[src/rtl/prog_wdt_pkg.sv]
package prog_wdt_pkg;

  // Write target decode
  typedef enum logic {
    WSEL_RELOAD = 1'b0,
    WSEL_CTRL   = 1'b1
  } wdt_sel_e;

  // Control register bit positions decoded by the refresh logic
  localparam int unsigned CTL_ARM_BIT  = 0;
  localparam int unsigned CTL_CONF_BIT = 1;

endpackage

[src/rtl/wdt_prescaler.sv]
module wdt_prescaler #(
  parameter int unsigned BASE_DIV = 12,
  parameter int unsigned SLOW_DIV = 16
) (
  input  logic clk,
  input  logic rst_n,
  input  logic run_en,
  input  logic restart,
  input  logic slow_sel,
  output logic tick
);

  localparam int unsigned BW = (BASE_DIV > 1) ? $clog2(BASE_DIV) : 1;
  localparam int unsigned SW = (SLOW_DIV > 1) ? $clog2(SLOW_DIV) : 1;
  localparam logic [BW-1:0] BASE_LAST = BW'(BASE_DIV - 1);
  localparam logic [SW-1:0] SLOW_LAST = SW'(SLOW_DIV - 1);

  logic [BW-1:0] base_q, base_d;
  logic [SW-1:0] slow_q, slow_d;
  logic          base_wrap, slow_wrap;

  assign base_wrap = (base_q == BASE_LAST);
  assign slow_wrap = (slow_q == SLOW_LAST);
  assign tick      = run_en & base_wrap & (~slow_sel | slow_wrap);

  always_comb begin
    base_d = base_q;
    slow_d = slow_q;
    if (restart) begin
      base_d = '0;
      slow_d = '0;
    end else if (run_en) begin
      if (base_wrap) begin
        base_d = '0;
        slow_d = slow_wrap ? '0 : slow_q + 1'b1;
      end else begin
        base_d = base_q + 1'b1;
      end
    end
  end

  always_ff @(posedge clk or negedge rst_n) begin
    if (!rst_n) begin
      base_q <= '0;
      slow_q <= '0;
    end else begin
      base_q <= base_d;
      slow_q <= slow_d;
    end
  end


  halt_hold_chk: assert property (@(posedge clk) disable iff (!rst_n)
    (!run_en && !restart) |=> ($stable(base_q) && $stable(slow_q)));


  phase_restart_chk: assert property (@(posedge clk) disable iff (!rst_n)
    restart |=> (base_q == '0 && slow_q == '0));

endmodule

[src/rtl/wdt_ctl.sv]
module wdt_ctl
  import prog_wdt_pkg::*;
#(
  parameter int unsigned REL_W  = 7,
  parameter int unsigned DATA_W = 8
) (
  input  logic              clk,
  input  logic              rst_n,
  input  logic              wr_en,
  input  logic              wr_sel,
  input  logic [DATA_W-1:0] wr_data,
  input  logic              wd_clr,
  output logic [REL_W-1:0]  reload_val,
  output logic              slow_sel,
  output logic              running,
  output logic              refresh
);

  logic [REL_W:0] reload_q, reload_d;
  logic           arm_q, arm_d;
  logic           run_q, run_d;
  logic           wr_ctl, wr_rel, conf_bit, arm_bit;

  assign wr_ctl   = wr_en & (wdt_sel_e'(wr_sel) == WSEL_CTRL);
  assign wr_rel   = wr_en & (wdt_sel_e'(wr_sel) == WSEL_RELOAD);
  assign conf_bit = wr_data[CTL_CONF_BIT];
  assign arm_bit  = wr_data[CTL_ARM_BIT];

  assign refresh    = wr_ctl & conf_bit & arm_q;
  assign reload_val = reload_q[REL_W-1:0];
  assign slow_sel   = reload_q[REL_W];
  assign running    = run_q;

  always_comb begin
    reload_d = reload_q;
    if (wr_rel) reload_d = wr_data[REL_W:0];
    arm_d = wr_ctl & arm_bit & ~wd_clr;
    run_d = run_q;
    if (wd_clr)                 run_d = 1'b0;
    else if (wr_ctl & conf_bit) run_d = 1'b1;
  end

  always_ff @(posedge clk or negedge rst_n) begin
    if (!rst_n) begin
      reload_q <= '0;
      arm_q    <= 1'b0;
      run_q    <= 1'b0;
    end else begin
      reload_q <= reload_d;
      arm_q    <= arm_d;
      run_q    <= run_d;
    end
  end


  no_stop_chk: assert property (@(posedge clk) disable iff (!rst_n)
    $fell(run_q) |-> $past(wd_clr));


  refresh_pair_chk: assert property (@(posedge clk) disable iff (!rst_n)
    refresh |-> $past(wr_en && wr_sel && wr_data[CTL_ARM_BIT]));

endmodule

[src/rtl/wdt_counter.sv]
module wdt_counter #(
  parameter int unsigned CNT_W = 15,
  parameter int unsigned REL_W = 7
) (
  input  logic             clk,
  input  logic             rst_n,
  input  logic             tick,
  input  logic             refresh,
  input  logic [REL_W-1:0] reload_val,
  output logic [CNT_W-1:0] cnt,
  output logic             overflow
);

  localparam int unsigned LOW_W = CNT_W - REL_W;

  logic [CNT_W-1:0] cnt_q, cnt_d;

  assign overflow = tick & (&cnt_q) & ~refresh;
  assign cnt      = cnt_q;

  always_comb begin
    cnt_d = cnt_q;
    if (refresh)   cnt_d = {reload_val, {LOW_W{1'b0}}};
    else if (tick) cnt_d = cnt_q + 1'b1;
  end

  always_ff @(posedge clk or negedge rst_n) begin
    if (!rst_n) cnt_q <= '0;
    else        cnt_q <= cnt_d;
  end


  reload_load_chk: assert property (@(posedge clk) disable iff (!rst_n)
    refresh |=> (cnt_q == {$past(reload_val), {LOW_W{1'b0}}}));


  single_step_chk: assert property (@(posedge clk) disable iff (!rst_n)
    !refresh |=> ((cnt_q == $past(cnt_q)) || (cnt_q == $past(cnt_q) + 1'b1)));

endmodule

[src/rtl/prog_watchdog.sv]
module prog_watchdog #(
  parameter int unsigned CNT_W    = 15,
  parameter int unsigned REL_W    = 7,
  parameter int unsigned DATA_W   = 8,
  parameter int unsigned BASE_DIV = 12,
  parameter int unsigned SLOW_DIV = 16
) (
  input  logic              clk,
  input  logic              rst_n,
  input  logic              wr_en,
  input  logic              wr_sel,
  input  logic [DATA_W-1:0] wr_data,
  input  logic              halt,
  output logic              wdt_rst_req,
  output logic              wdt_running,
  output logic              wdt_caused_rst,
  output logic [CNT_W-1:0]  wdt_count
);

  logic [1:0]       rst_sync_q;
  logic             rst_int_n;
  logic [REL_W-1:0] reload_val;
  logic             slow_sel, running, refresh, tick, overflow;
  logic             req_q, req_d, flag_q, flag_d;

  // Asynchronous assert, synchronised release
  always_ff @(posedge clk or negedge rst_n) begin
    if (!rst_n) rst_sync_q <= 2'b00;
    else        rst_sync_q <= {rst_sync_q[0], 1'b1};
  end
  assign rst_int_n = rst_sync_q[1];

  wdt_ctl #(.REL_W(REL_W), .DATA_W(DATA_W)) u_ctl (
    .clk        (clk),
    .rst_n      (rst_int_n),
    .wr_en      (wr_en),
    .wr_sel     (wr_sel),
    .wr_data    (wr_data),
    .wd_clr     (overflow),
    .reload_val (reload_val),
    .slow_sel   (slow_sel),
    .running    (running),
    .refresh    (refresh)
  );

  wdt_prescaler #(.BASE_DIV(BASE_DIV), .SLOW_DIV(SLOW_DIV)) u_pre (
    .clk      (clk),
    .rst_n    (rst_int_n),
    .run_en   (running & ~halt),
    .restart  (refresh | overflow),
    .slow_sel (slow_sel),
    .tick     (tick)
  );

  wdt_counter #(.CNT_W(CNT_W), .REL_W(REL_W)) u_cnt (
    .clk        (clk),
    .rst_n      (rst_int_n),
    .tick       (tick),
    .refresh    (refresh),
    .reload_val (reload_val),
    .cnt        (wdt_count),
    .overflow   (overflow)
  );

  always_comb begin
    req_d  = overflow;
    flag_d = flag_q | overflow;
  end

  always_ff @(posedge clk or negedge rst_int_n) begin
    if (!rst_int_n) begin
      req_q  <= 1'b0;
      flag_q <= 1'b0;
    end else begin
      req_q  <= req_d;
      flag_q <= flag_d;
    end
  end

  assign wdt_rst_req    = req_q;
  assign wdt_running    = running;
  assign wdt_caused_rst = flag_q;


  req_pulse_chk: assert property (@(posedge clk) disable iff (!rst_int_n)
    wdt_rst_req |=> !wdt_rst_req);


  req_state_chk: assert property (@(posedge clk) disable iff (!rst_int_n)
    wdt_rst_req |-> (!wdt_running && wdt_count == '0));


  flag_sticky_chk: assert property (@(posedge clk) disable iff (!rst_int_n)
    wdt_caused_rst |=> wdt_caused_rst);


  flag_source_chk: assert property (@(posedge clk) disable iff (!rst_int_n)
    $rose(wdt_caused_rst) |-> wdt_rst_req);

endmodule

[config.mk]
export PLATFORM = sky130hd
export DESIGN_NAME = prog_watchdog
export DESIGN_NICKNAME = d
export VERILOG_FILES = /design/src/rtl/prog_wdt_pkg.sv /design/src/rtl/wdt_prescaler.sv /design/src/rtl/wdt_ctl.sv /design/src/rtl/wdt_counter.sv /design/src/rtl/prog_watchdog.sv
export SDC_FILE = /design/constraint.sdc
export NUM_CORES = 1
export LEC_CHECK = 0
export BUFFER_PORTS_ARGS = -buffer_cell sky130_fd_sc_hd__buf_2
export CAP_MARGIN = 20
export CORE_ASPECT_RATIO = 0.9
export CORE_MARGIN = 10
export CORE_UTILIZATION = 49
export DETAILED_ROUTE_END_ITERATION = 8
export PLACE_DENSITY = 0.78
export SLEW_MARGIN = 20
export SYNTH_ARGS = -nofsm -noshare
export SYNTH_HDL_FRONTEND = slang
export SYNTH_HIERARCHICAL = 1
export SYNTH_SLANG_ARGS = --single-unit
[constraint.sdc]
create_clock -name clk -period 1 [get_ports clk]
set_input_delay 0.1 -clock clk [delete_from_list [all_inputs] [get_ports clk]]
set_output_delay 0.1 -clock clk [all_outputs]
set_load 0.01 [all_outputs]
# Word level (Yosys, flattened, before mapping)
# Cells that the tools add are included.
[word_totals]
ff_bits = 37
latch_bits = 0
ramBits = 0
rom_bits = 0
input_bits = 13
out_inout_bits = 18
word_cells = 50
mem_count = 0
[classes]
add_sub_neg = 3
n_mul = 0
div_mod_pow = 0
magnitude_cmp = 0
eq_ne = 2
n_shift = 0
muxes = 11
n_bitwise = 19
n_reduce_logical = 6
[op_table]
columns = ["operator", "n"]
rows = [
  ["$mux W15", 2],
  ["$mux W4", 7],
  ["$add A15 B1 Y15 const B", 1],
  ["$reduce_and A15 Y1", 1],
  ["$and A1 B1 Y1", 11],
  ["$add A4 B1 Y4 const B", 2],
  ["$eq A4 B4 Y1 const B", 2],
  ["$reduce_bool A2 Y1", 4],
  ["$not A1 Y1", 5],
  ["$or A1 B1 Y1", 3],
  ["$mux W1", 2],
  ["$reduce_and A2 Y1", 1],
]

# Depth between registers and ports, before layout
[logic_depth]
ltp_word = 9
ltp_mapped = 11

# By module
# Netlist, hierarchy kept.
[modules_own_cells]
columns = ["mod", "n_inst", "cells_per_inst", "area_per_inst_um2", "seq_area_each_um2"]
rows = [
  ["wdt_counter", 1, 76, 798.3, 375.4],
  ["wdt_prescaler", 1, 42, 435.4, 200.2],
  ["wdt_ctl", 1, 24, 426.7, 250.2],
  ["prog_watchdog", 1, 8, 122.6, 100.1],
]

# Least setup slack after synthesis
# Ideal clock, no wire load.
[synth_path]
kind = "reg-to-reg"
from = "register u_ctl.run_q, in the netlist u_ctl/running"
to = "register u_pre.base_q[3]"
arrival_ps = 2544
required_time_ps = 879
slack_ps = -1664
stages_incl_launch_ff = 12
path_cell_list = "dfrtp_1 -> nor2b_1 -> buf_4 -> nand4b_4 -> a21oi_1 -> and4_1 -> buf_6 -> nand4_2 -> nor3b_1 -> or2_1 -> buf_1 -> and3b_2"
[synth_via]
elab_chain_cells = 7
word_cells_on_any_way = 8
[synth_lines]
columns = ["element", "line", "text"]
rows = [
  ["start, declared", "wdt_ctl.sv:21", "logic run_q, run_d;"],
  ["start signal, assigned", "wdt_ctl.sv:51", "run_q <= run_d;"],
  ["$and A1 B1 Y1 *", "prog_watchdog.sv:49", ".run_en (running & ~halt),"],
  ["$and A1 B1 Y1 * (2 in series)", "wdt_prescaler.sv:24", "assign tick = run_en & base_wrap & (~slow_sel | slow_wrap);"],
  ["named net tick", "prog_watchdog.sv:23", "logic slow_sel, running, refresh, tick, overflow;"],
  ["$and A1 B1 Y1 * (2 in series)", "wdt_counter.sv:18", "assign overflow = tick & (&cnt_q) & ~refresh;"],
  ["named net overflow", "prog_watchdog.sv:23", ""],
  ["$or A1 B1 Y1 *", "prog_watchdog.sv:50", ".restart (refresh | overflow),"],
  ["$mux W4 or $reduce_bool A2 Y1 (tied branches)", "n/a", ""],
  ["end signal, assigned", "wdt_prescaler.sv:47", "base_q <= base_d;"],
  ["end, declared", "wdt_prescaler.sv:18", "logic [BW-1:0] base_q, base_d;"],
]
# Mark *: on every way through the listed nets, which the timed path passes. The rest lies on a longest branch.
# A chain may end at the register's enable or synchronous reset.

# Worst setup path after layout
[layout_path]
from = "register u_pre.slow_q[0]"
to = "register u_cnt.cnt_q[9], in the netlist u_cnt/cnt[9]"
[layout_via]
elab_chain_cells = 4
[layout_lines]
columns = ["element", "line", "text"]
rows = [
  ["start, declared", "wdt_prescaler.sv:19", "logic [SW-1:0] slow_q, slow_d;"],
  ["start signal, assigned", "wdt_prescaler.sv:48", "slow_q <= slow_d;"],
  ["$eq A4 B4 Y1", "wdt_prescaler.sv:23", "assign slow_wrap = (slow_q == SLOW_LAST);"],
  ["$or A1 B1 Y1", "wdt_prescaler.sv:24", ""],
  ["$and A1 B1 Y1", "wdt_prescaler.sv:24", ""],
  ["named net tick", "prog_watchdog.sv:23", ""],
  ["$reduce_bool A2 Y1 (no source line)", "n/a", ""],
  ["end signal, assigned", "wdt_counter.sv:29", "else cnt_q <= cnt_d;"],
  ["end, declared", "wdt_counter.sv:16", "logic [CNT_W-1:0] cnt_q, cnt_d;"],
]
# The timed path passes the listed nets, and every way through them passes these cells.

==> impl_metrics.py <==
metrics = {
    "outcome": {
        "outcome": "complete, but fails checks",
        "failed_checks": "negative setup slack",
    },
    "routing": {
        "ant_nets": 0,
        "drt_iter0_markers": 181,
        "routed_via_density": 5.44,
        "wl_per_cell_um": 18.6,
        "dr.pass1.iters": 4,
        "routed_wl_um": 5320,
        "drc_errors": 0,
        "vias": 1556,
    },
    "synth": {
        "yosys-top-cells-area": "dfrtp_1, mux2_4, xnor2_1, xor2_1, nor2_1",
        "syn-num-nets": 166,
        "synth_common_cells": "dfrtp_1, nor2_1, xnor2_1",
        "synth_top_area_share_pct": 51.9,
        "synth_edf_count": 0,
        "synth-xor-area-share_pct": 7.86,
        "synth_cells": 150,
        "synth_area_mm2": 0.00178,
        "synth_compound_area_share_pct": 3.86,
        "post_synth_fa_ha_maj_area_fraction_pct": 2.11,
        "ys_seq_area_share_pct": 51.9,
        "synth_warnings": 6,
        "synth_most_common_cell": "dfrtp_1",
        "synth_area_per_cell_um2": 11.9,
        "synthFlopType": "dfrtp_1",
        "async_reset_ff_share_pct": 100,
        "synth-seq-cells": 37,
        "synth_top_family_by_area": "simple AND/OR/NAND/NOR gates",
        "synth_mux_area_share_pct": 10.9,
        "synth-simple-area-share_pct": 19.6,
        "ys_types": 40,
        "synth_area_leader_cell": "dfrtp_1",
    },
    "sta": {
        "fin_crit_sh_pct": 202,
        "setup-violations-final": 43,
        "fin_crit_ns": 2.02,
        "setup_ws_ns": -1.02,
        "slew_viol_final": 0,
        "rsz0062_at_grt": "true",
        "final.setup.tns_ns": -22.78,
        "finalHoldViolCount": 0,
        "max_freq_mhz": 496,
        "finClkSkew_ns": 0.00721,
    },
    "clock_network": {
        "ctsHtreeMaxLevel": 2,
        "clock_sinks": 37,
        "clk_pin_slew_ns": 0.07,
        "numCtsBuffers": 5,
        "cts_max_path_buffers": 2,
        "cts_tree": "done",
        "cts_root_buffer": "clkbuf_8",
        "clk-insertion-delay-late_ns": 0.30,
    },
    "final_layout": {
        "final-instance-count-excl-fill": 286,
        "stdcell_area_mm2": 0.00284,
        "fin_nets": 257,
        "n_fill_cell": 172,
        "area_growth_pct": 59.4,
        "drive_gt1_share_pct": 58.7,
        "antennaDiodeCount": 0,
    },
    "grt": {
        "grt_pass1_wl_um": 8080,
        "grt_max_degree": 36,
        "antenna_found_initial": 0,
        "grt_pass1_vias": 1631,
        "grt_util_all_layers_pct": 15.3,
        "grt_overflow": 0,
    },
    "setup_path": {
        "crit_slowest_cell": "dfrtp_1",
        "endpoint_kind": "register",
        "crit_chain": "ha_2, nand3_2, a21oi_4, buf_4, buf_6, and4_4, nand4_1, xnor2_1, mux2_4",
        "critPathMaxFanout": 3,
        "timing.rr.end": "u_cnt/cnt[9]",
        "r2r_cells": 9,
        "cp.required_ns": 1.19,
        "worstPathArrival_ns": 2.20,
        "critPathKind": "register to register",
        "rrSetupSlack_ns": -1.02,
        "cpPeakStageDelay_ns": 0.37,
        "worst_setup_path_start_kind": "register",
        "reg2reg_from": "u_pre/slow_q[0]",
    },
    "min_path": {
        "min-delay-start": "wr_data[2]",
        "min_path_cells": 2,
        "hp-class": "input port to register",
        "worstHoldEndpoint": "u_ctl/reload_q[2]",
    },
    "die": {
        "coreArea_mm2": 0.00343,
        "start_util_pct": 52.0,
        "die_h_um": 77.2,
        "die_w_um": 83.6,
        "fp.dieArea_mm2": 0.00645,
        "std_cell_rows": 20,
        "num_io_pins": 31,
    },
    "placement": {
        "port_buffers": 30,
        "dp_cells": 264,
        "hpwl_um": 3340,
        "placed_area_mm2": 0.00235,
        "place.gp.congestion": 0.850,
    },
    "power": {
        "ir_drop_mv": 1.42,
        "power_density_mw_per_mm2": 1640,
        "finalPower_mw": 4.67,
        "power.leakage_nw": 1.40,
    },
    "run": {
        "maxCapViolations": 0,
    },
}
## state kept, by name (all words and copies together), names as in the netlist
| register | flops |
|---|---|
| u_cnt/cnt | 15 |
| u_ctl/reload_q | 8 |
| u_pre/base_q | 4 |
| u_pre/slow_q | 4 |
| rst_sync_q | 2 |
| u_ctl/arm_q | 1 |
| u_ctl/running | 1 |
| wdt_caused_rst | 1 |
| wdt_rst_req | 1 |
## critical path, delay by kind of cell, from the launching register on
family,cells,cell delay (ns)
flip-flops,1,0.37
adder cells (fa/ha/maj),1,0.20
AO/OA/AOI/OAI,1,0.19
XOR/XNOR,1,0.18
multiplexers,1,0.27
AND/OR/NAND/NOR,3,0.47
buffers and inverters,2,0.23
## report_power, final
part	total (mW)	switching, mW	leakage, nW	internal, mW
Clock	1.17	0.546	0.0542	0.623
Combinational	1.58	0.622	0.873	0.958
Sequential	1.92	0.192	0.471	1.73
## cell families (layout without fill, tap and decap cells)
kind of cell / count (synthesis) / in the layout
fa+ha+maj: 3 / 3
compound gates: 13 / 13
xor+xnor: 16 / 16
other cells: 1 / 1
buf+inv: 10 / 102
flops: 37 / 37
simple gates: 55 / 55
mux: 15 / 15
## through the flow
step,setup WS [ns],hold slack (ns),utilization [%]
6_report,-1.02,0.0262,82.9
3_3_place_gp,-0.909,-0.116,68.4
4_1_cts,-0.877,0.0292,80.1
5_1_grt,-1.05,0.0260,82.9
2_1_floorplan,-1.22,-0.196,-
3_5_place_dp,-1.01,-0.112,68.4
## worst max path at each step
stage | from | end | slack [ns]
detailed placement | u_ctl/running | u_ctl/arm_q | -1.01
CTS | u_pre/base_q[1] | u_ctl/arm_q | -0.88
finish | u_pre/slow_q[0] | u_cnt/cnt[9] | -1.02
global placement | u_ctl/running | u_ctl/arm_q | -0.91
floorplan | u_ctl/running | u_pre/base_q[3] | -1.22
global route | u_pre/base_q[1] | u_cnt/cnt[9] | -1.05
## cells in the final DEF (no fill, tap or decap), types with 3 or more instances in the layout
cell / count
buf_6: 38
buf_4: 36
dfrtp_1: 36
buf_2: 14
mux2_4: 10
nor2_1: 9
xnor2_1: 8
clkbuf_8: 7
xor2_1: 6
nand2_1: 6
nand4_1: 5
nor2_2: 5
o21ai_1: 4
mux2i_1: 4
and4_4: 3
nand3_1: 3
inv_1: 3
a21oi_2: 3
## layer usage
metal	GRT usage [%]	vias up	wire [µm]
met5	0	-	0
met3	5.49	12	290
met2	25.8	63	2780
met1	17.3	775	2170
li1	-	706	-
met4	5.35	0	76
## area by class of cell
cell class              instances  area (µm²)  share of cell area, %
well taps                      44        55.1                   1.94
inverters                       3        11.3                  0.396
clock inverters                 1        5.00                  0.176
clock buffers                   7        96.3                   3.39
flip-flops and latches         37         927                   32.6
multi-input cells             103         930                   32.7
repair buffers                 91         818                   28.8
## what timing repair did
action	4_1_cts	5_1_grt
hold buffers	1	0
gates cloned	0	0
setup buffers	9	15
hold endpoints to repair	2	0
setup endpoints to repair	43	43
resized for setup	55	16
pin swaps	15	11
(Power assumes the default switching activity.)
